### config.mk
export PLATFORM = sky130hd
export DESIGN_NAME = zloop_track
export DESIGN_NICKNAME = d
export VERILOG_FILES = /design/src/rtl/zloop_pkg.sv /design/src/rtl/zloop_match.sv /design/src/rtl/zloop_chain.sv /design/src/rtl/zloop_slot.sv /design/src/rtl/zloop_track.sv
export SDC_FILE = /design/constraint.sdc
export NUM_CORES = 1
export LEC_CHECK = 0
export BUFFER_PORTS_ARGS = -buffer_cell sky130_fd_sc_hd__buf_4
export CORE_ASPECT_RATIO = 1.4
export CORE_MARGIN = 3
export CORE_UTILIZATION = 45
export CTS_CLUSTER_DIAMETER = 80
export DETAILED_ROUTE_END_ITERATION = 16
export PLACE_DENSITY = 0.81
export SLEW_MARGIN = 20
export SYNTH_ARGS = -nofsm -noshare
export SYNTH_HDL_FRONTEND = slang
export SYNTH_SLANG_ARGS = --single-unit
### constraint.sdc
create_clock -name clk -period 3.4 [get_ports clk]
set_input_delay 0.34 -clock clk [delete_from_list [all_inputs] [get_ports clk]]
set_output_delay 0.34 -clock clk [all_outputs]
set_load 0.03 [all_outputs]
### src/rtl/zloop_pkg.sv
package zloop_pkg;

  // Guard-bit action applied to every bottom register in one cycle
  typedef enum logic [1:0] {
    GRD_KEEP = 2'd0,
    GRD_SET  = 2'd1,
    GRD_CLR  = 2'd2
  } grd_op_e;

  // Entering supervisor state dominates a simultaneous return to user
  function automatic grd_op_e grd_pick(input logic enter_sv, input logic leave_sv);
    if (enter_sv) return GRD_SET;
    if (leave_sv) return GRD_CLR;
    return GRD_KEEP;
  endfunction

endpackage

### src/rtl/zloop_match.sv
module zloop_match #(
  parameter int ADDR_W = 32,
  parameter int CNT_W  = 32
) (
  input  logic              retire_vld,
  input  logic [ADDR_W-1:0] pc,
  input  logic [ADDR_W-1:0] bot,
  input  logic [CNT_W-1:0]  cnt,
  output logic              hit,
  output logic [CNT_W-1:0]  cnt_nxt,
  output logic              remain
);

  function automatic logic [CNT_W-1:0] cnt_step(input logic [CNT_W-1:0] c);
    return c - CNT_W'(1);
  endfunction

  function automatic logic is_live(input logic [CNT_W-1:0] c);
    return |c;
  endfunction

  // Full-width compare: a guarded (odd) bottom cannot match an even pc
  assign hit     = retire_vld && is_live(cnt) && (pc == bot);
  assign cnt_nxt = cnt_step(cnt);
  assign remain  = is_live(cnt_nxt);

endmodule

### src/rtl/zloop_chain.sv
module zloop_chain #(
  parameter int NUM_LOOPS = 2,
  parameter int IDX_W     = 1
) (
  input  logic [NUM_LOOPS-1:0] hit,
  input  logic [NUM_LOOPS-1:0] remain,
  output logic [NUM_LOOPS-1:0] fire,
  output logic                 taken_any,
  output logic [IDX_W-1:0]     idx
);

  // reach[i+1] says loop i is still examined; the highest index goes first
  logic [NUM_LOOPS:0] reach;
  assign reach[NUM_LOOPS] = 1'b1;

  for (genvar i = NUM_LOOPS - 1; i >= 0; i--) begin : g_stage
    assign fire[i]  = reach[i+1] & hit[i];
    assign reach[i] = reach[i+1] & ~(fire[i] & remain[i]);
  end

  logic [NUM_LOOPS-1:0] stay;
  assign stay      = fire & remain;
  assign taken_any = |stay;

  // At most one stage can stop the chain, so a plain scan suffices
  always_comb begin
    idx = '0;
    for (int i = 0; i < NUM_LOOPS; i++) begin
      if (stay[i]) idx = IDX_W'(i);
    end
  end

endmodule

### src/rtl/zloop_slot.sv
module zloop_slot
  import zloop_pkg::*;
#(
  parameter int ADDR_W = 32,
  parameter int CNT_W  = 32
) (
  input  logic              clk,
  input  logic              rst_n,
  input  logic              cnt_we,
  input  logic [CNT_W-1:0]  cnt_wdata,
  input  logic              dec,
  input  logic [CNT_W-1:0]  cnt_nxt,
  input  logic              bot_we,
  input  logic [ADDR_W-1:0] bot_wdata,
  input  grd_op_e           grd,
  output logic [CNT_W-1:0]  cnt_q,
  output logic [ADDR_W-1:0] bot_q
);

  always_ff @(posedge clk) begin
    if (!rst_n) begin
      cnt_q <= '0;
    end else if (cnt_we) begin
      cnt_q <= cnt_wdata;
    end else if (dec) begin
      cnt_q <= cnt_nxt;
    end
  end

  always_ff @(posedge clk) begin
    if (!rst_n) begin
      bot_q <= '0;
    end else if (bot_we) begin
      bot_q <= bot_wdata;
    end else begin
      unique case (grd)
        GRD_SET: bot_q[0] <= 1'b1;
        GRD_CLR: bot_q[0] <= 1'b0;
        default: ;
      endcase
    end
  end

endmodule

### src/rtl/zloop_track.sv
module zloop_track
  import zloop_pkg::*;
#(
  parameter int NUM_LOOPS = 2,
  parameter int ADDR_W    = 32,
  parameter int CNT_W     = 32,
  localparam int IDX_W    = (NUM_LOOPS > 1) ? $clog2(NUM_LOOPS) : 1
) (
  input  logic                        clk,
  input  logic                        rst_n,
  input  logic                        retire_vld,
  input  logic [ADDR_W-1:0]           retire_pc,
  input  logic                        to_super,
  input  logic                        to_user,
  input  logic [NUM_LOOPS-1:0]        cnt_we,
  input  logic [CNT_W-1:0]            cnt_wdata,
  input  logic [NUM_LOOPS-1:0]        bot_we,
  input  logic [ADDR_W-1:0]           bot_wdata,
  output logic [NUM_LOOPS*CNT_W-1:0]  cnt_q,
  output logic [NUM_LOOPS*ADDR_W-1:0] bot_q,
  output logic                        loop_taken,
  output logic [IDX_W-1:0]            taken_idx
);

  // Named internal events, visible to the bound checker
  logic [NUM_LOOPS-1:0] hit;
  logic [NUM_LOOPS-1:0] remain;
  logic [NUM_LOOPS-1:0] fire;
  logic                 taken_any;
  logic [IDX_W-1:0]     taken_sel;
  grd_op_e              grd;

  logic [CNT_W-1:0]  cnt_arr [NUM_LOOPS];
  logic [CNT_W-1:0]  nxt_arr [NUM_LOOPS];
  logic [ADDR_W-1:0] bot_arr [NUM_LOOPS];

  assign grd = grd_pick(to_super, to_user);

  for (genvar i = 0; i < NUM_LOOPS; i++) begin : g_loop
    zloop_match #(.ADDR_W(ADDR_W), .CNT_W(CNT_W)) u_match (
      .retire_vld (retire_vld),
      .pc         (retire_pc),
      .bot        (bot_arr[i]),
      .cnt        (cnt_arr[i]),
      .hit        (hit[i]),
      .cnt_nxt    (nxt_arr[i]),
      .remain     (remain[i])
    );

    zloop_slot #(.ADDR_W(ADDR_W), .CNT_W(CNT_W)) u_slot (
      .clk       (clk),
      .rst_n     (rst_n),
      .cnt_we    (cnt_we[i]),
      .cnt_wdata (cnt_wdata),
      .dec       (fire[i]),
      .cnt_nxt   (nxt_arr[i]),
      .bot_we    (bot_we[i]),
      .bot_wdata (bot_wdata),
      .grd       (grd),
      .cnt_q     (cnt_arr[i]),
      .bot_q     (bot_arr[i])
    );

    assign cnt_q[i*CNT_W +: CNT_W]   = cnt_arr[i];
    assign bot_q[i*ADDR_W +: ADDR_W] = bot_arr[i];
  end

  zloop_chain #(.NUM_LOOPS(NUM_LOOPS), .IDX_W(IDX_W)) u_chain (
    .hit       (hit),
    .remain    (remain),
    .fire      (fire),
    .taken_any (taken_any),
    .idx       (taken_sel)
  );

  always_ff @(posedge clk) begin
    if (!rst_n) begin
      loop_taken <= 1'b0;
      taken_idx  <= '0;
    end else begin
      loop_taken <= taken_any;
      taken_idx  <= taken_any ? taken_sel : '0;
    end
  end

endmodule

==> impl.org <==
** Floorplan
- Starting Density :: 46.1%
- Std cell rows :: 56
- The floorplan step set the die height to 162 µm.
- The floorplan step defined a die boundary enclosing 18900 µm².
- Die width :: 117 µm
- Core box area :: 16900 µm²
- 235 I/O pins were placed.

** Route
- Antenna-violating nets left :: 0
- Final wirelength :: 31000 µm
- DRC violations left :: 0
- Via density per instance :: 6.00
- Average routed wire per standard cell :: 21.3 µm
- For this block, the initial DRC count from the detailed router was 683.
- Number of detailed-route iterations in the first pass :: 7
- Vias after detailed routing :: 8729

** Synthesis
- Counting flops with an async set or reset pin after synthesis yields a share of 0%.
- Syn Std Cell Area :: 7780 µm²
- Synthesized area per cell :: 8.30 µm²
- Sequential cells were found to cover 33.5% of the synthesized design area.
- Most common flop cell mapped by yosys :: sky130_fd_sc_hd__dfxtp_1
- Total nets after synthesis :: 1047
- Post-Synthesis Cells :: 937
- After synthesis the netlist holds a flip-flop and latch count of 130.
- Synth Warn # :: 0
- Distinct cells, synth :: 68
- Number of synthesized flops with an enable pin :: 0

** Worst setup path
- CP Capture Type :: flop
- Worst Setup Path Type :: reg2reg
- Signal arrival time at the worst endpoint :: 3920 ps
- STA classifies the critical path startpoint as a flop.
- For the worst setup path, the data required time is 3750 ps.
- Along the worst path, the maximum fanout reaches 10.

** Layout
- Most common cell after layout, fill and taps aside :: sky130_fd_sc_hd__buf_4
- Once layout is done, the placed cells without fillers occupy 11000 µm².
- The filler cells instantiated in the layout total 1387.
- In the final layout, the share of cells above drive strength 1 is 33.1%.
- For this run, the post-layout net count is 1319.
- Highest-count cells in the layout ignoring fill and taps :: sky130_fd_sc_hd__buf_4 (310), sky130_fd_sc_hd__dfxtp_1 (126), sky130_fd_sc_hd__nor2_1 (125)
- The area growth from synthesis to layout is 42.1%.
- Antenna cells :: 0

** STA
- Final critical path time including I/O delays and setup :: 3560 ps
- Sum Neg Setup Slack :: -2710 ps
- Slack of the critical path :: -163 ps
- The max-slew violation total from the final report came to 0.
- Final hold vios :: 0
- Derived from the worst setup path, the maximum achievable clock frequency is 281 MHz.
- Final period utilization :: 105%
- Setup repair after global routing could not meet its margin everywhere.
- Skew final :: 12.3 ps
- The worst pin sits at a relative slew slack of 51.3%.
- For the pin with the worst max-slew slack, the measured transition is 729 ps.
- Final hold slack :: 152 ps
- Setup violations remaining at the end of the flow were counted as 31.

** Placement
- Weighted congestion at the end of routability-driven global placement :: 0.942
- Buffers placed on the I/O ports in this run total 234.
- The placed instances occupy a cell area of 10300 µm².
- Setup WS pre-CTS :: -255 ps
- HPWL reported at the end of detailed placement :: 22800 µm

** GRT
- First-pass GRT wire length :: 46300 µm
- Largest net degree at the start of global routing :: 63
- The initial antenna violation count was 0.
- Global route overflow :: 0
- The via count of the first global-routing pass is 8446.
- Across every metal layer, demand over resource in global routing totals 31.8%.

** Status
- Status :: finished with violations
- Violated checks :: setup timing

** CTS
- No sink is reached through more buffers than the 2 on the longest clock path.
- Number of clock sinks seen by CTS :: 130
- The clock reaches the later pin of the worst-skew pair after 430 ps.
- The clock tree synthesis step divided the H-tree into 4 levels.
- TritonCTS built the clock tree.
- Num CTS Buffers :: 17
- The tree is rooted in a sky130_fd_sc_hd__clkbuf_16.
- Number of hold buffers added after CTS :: 0
- Clock-pin slew was measured on the worst setup and hold paths at 70 ps.

** Run
- Max-cap violations in this run came to 0.

** Power and ir drop
- Summed over all cells, the static leakage comes to 4.69 nW.
- In this run the power density over the cells is 434 nW/µm².
- IR Drop Worst-Case VDD :: 0.281 mV
- Power after layout :: 4.80 mW

** Worst hold path
- In this run the worst hold path is classified as in2reg.
[per-layer routing]
layer  track usage [%]  up-vias  wire [µm]
met1              35.0     4082      10700
met3              7.83      121       2880
met4              20.1        0       2060
met2              53.6      533      15400
met5                 0        -          0
li1                  -     3993          -
[cell families after synthesis]
logic type | synth area share [%]
AO/OA/AOI/OAI | 13.9
XOR/XNOR | 11.8
adder cells (fa/ha/maj) | 0.804
buffers and inverters | 4.18
flip-flops | 33.5
multiplexers | 8.12
AND/OR/NAND/NOR | 27.8
[flip-flops by register name, summed over array words and instances, names as in the netlist]
signal               flops
taken_idx                1
g_loop.u_slot.cnt_q     64
g_loop.u_slot.bot_q     64
loop_taken               1
[Yosys cell counts, types with 6 or more instances]
library cell | number | area, µm²
sky130_fd_sc_hd__nor4b_1 | 9 | 78.8
sky130_fd_sc_hd__xor2_1 | 56 | 490
sky130_fd_sc_hd__a21oi_1 | 17 | 85.1
sky130_fd_sc_hd__xnor2_1 | 49 | 429
sky130_fd_sc_hd__clkbuf_1 | 41 | 154
sky130_fd_sc_hd__buf_2 | 10 | 50.1
sky130_fd_sc_hd__o21ai_0 | 43 | 215
sky130_fd_sc_hd__nor2_1 | 125 | 469
sky130_fd_sc_hd__mux2i_1 | 62 | 621
sky130_fd_sc_hd__inv_1 | 14 | 52.6
sky130_fd_sc_hd__o21ai_1 | 10 | 50.1
sky130_fd_sc_hd__or4_1 | 28 | 210
sky130_fd_sc_hd__nor3b_1 | 9 | 67.6
sky130_fd_sc_hd__o31ai_1 | 6 | 45.0
sky130_fd_sc_hd__or3_1 | 22 | 138
sky130_fd_sc_hd__buf_1 | 9 | 33.8
sky130_fd_sc_hd__nand2b_1 | 8 | 50.1
sky130_fd_sc_hd__nand3_1 | 31 | 155
sky130_fd_sc_hd__nor4_1 | 46 | 288
sky130_fd_sc_hd__nand4_1 | 18 | 113
sky130_fd_sc_hd__dfxtp_1 | 130 | 2600
sky130_fd_sc_hd__nor3_1 | 35 | 175
sky130_fd_sc_hd__and3_1 | 7 | 43.8
sky130_fd_sc_hd__nand2_1 | 31 | 116
sky130_fd_sc_hd__a31oi_1 | 17 | 106
sky130_fd_sc_hd__a211oi_1 | 22 | 165
[timing repair]
item | 4_1_cts | 5_1_grt
resized for setup | 9 | 27
cloned | 1 | 0
setup endpoints to repair | 33 | 39
pin swaps | 0 | 7
buffers inserted | 1 | 2
[layout make-up]
class	count	area, µm²	share of cell area [%]
multi-input cells	728	5110	46.2
flip-flops and latches	130	2610	23.6
repair buffers	316	2400	21.8
clock buffers	17	425	3.85
well taps	232	290	2.63
clock inverters	15	145	1.31
inverters	16	65.1	0.589
[stage by stage]
step                      utilization [%]  instances
after detailed placement             60.7       1419
after global routing                 65.4       1454
after global placement               60.7       1419
after floorplan                         -        937
after CTS                            64.6       1453
final                                65.4       1454
[report_power, final]
group	total [mW]	switching (mW)	internal, mW
Combinational	1.22	0.728	0.495
Sequential	1.74	0.118	1.62
Clock	1.84	0.806	1.03
Total	4.80	1.65	3.15
[critical path: stages (launching register included)]
cell and delay (ps):
sky130_fd_sc_hd__dfxtp_4 350, sky130_fd_sc_hd__inv_4 60, sky130_fd_sc_hd__ha_4 120, sky130_fd_sc_hd__or3b_4 370, sky130_fd_sc_hd__or4_4 500, sky130_fd_sc_hd__or2_4 300
sky130_fd_sc_hd__a211o_1 310, sky130_fd_sc_hd__a2111oi_4 410, sky130_fd_sc_hd__a41oi_4 200, sky130_fd_sc_hd__buf_12 190, sky130_fd_sc_hd__or4_4 500, sky130_fd_sc_hd__a31oi_1 160
[path summary, 6_finish.rpt]
check / from / endpoint / slack, ps / cells past startpoint
min: bot_wdata[27] / g_loop[0].u_slot.bot_q[27]$_SDFFE_PN0P_ / 150 / 3
min reg2reg: g_loop[1].u_slot.bot_q[0]$_SDFFE_PN0P_ / g_loop[1].u_slot.bot_q[0]$_SDFFE_PN0P_ / 530 / 2
max reg2reg: g_loop[1].u_slot.cnt_q[1]$_SDFFE_PN0P_ / g_loop[0].u_slot.cnt_q[11]$_SDFFE_PN0P_ / -160 / 11
max: g_loop[1].u_slot.cnt_q[1]$_SDFFE_PN0P_ / g_loop[0].u_slot.cnt_q[11]$_SDFFE_PN0P_ / -160 / 11
Power figures use the tool's default switching activity.
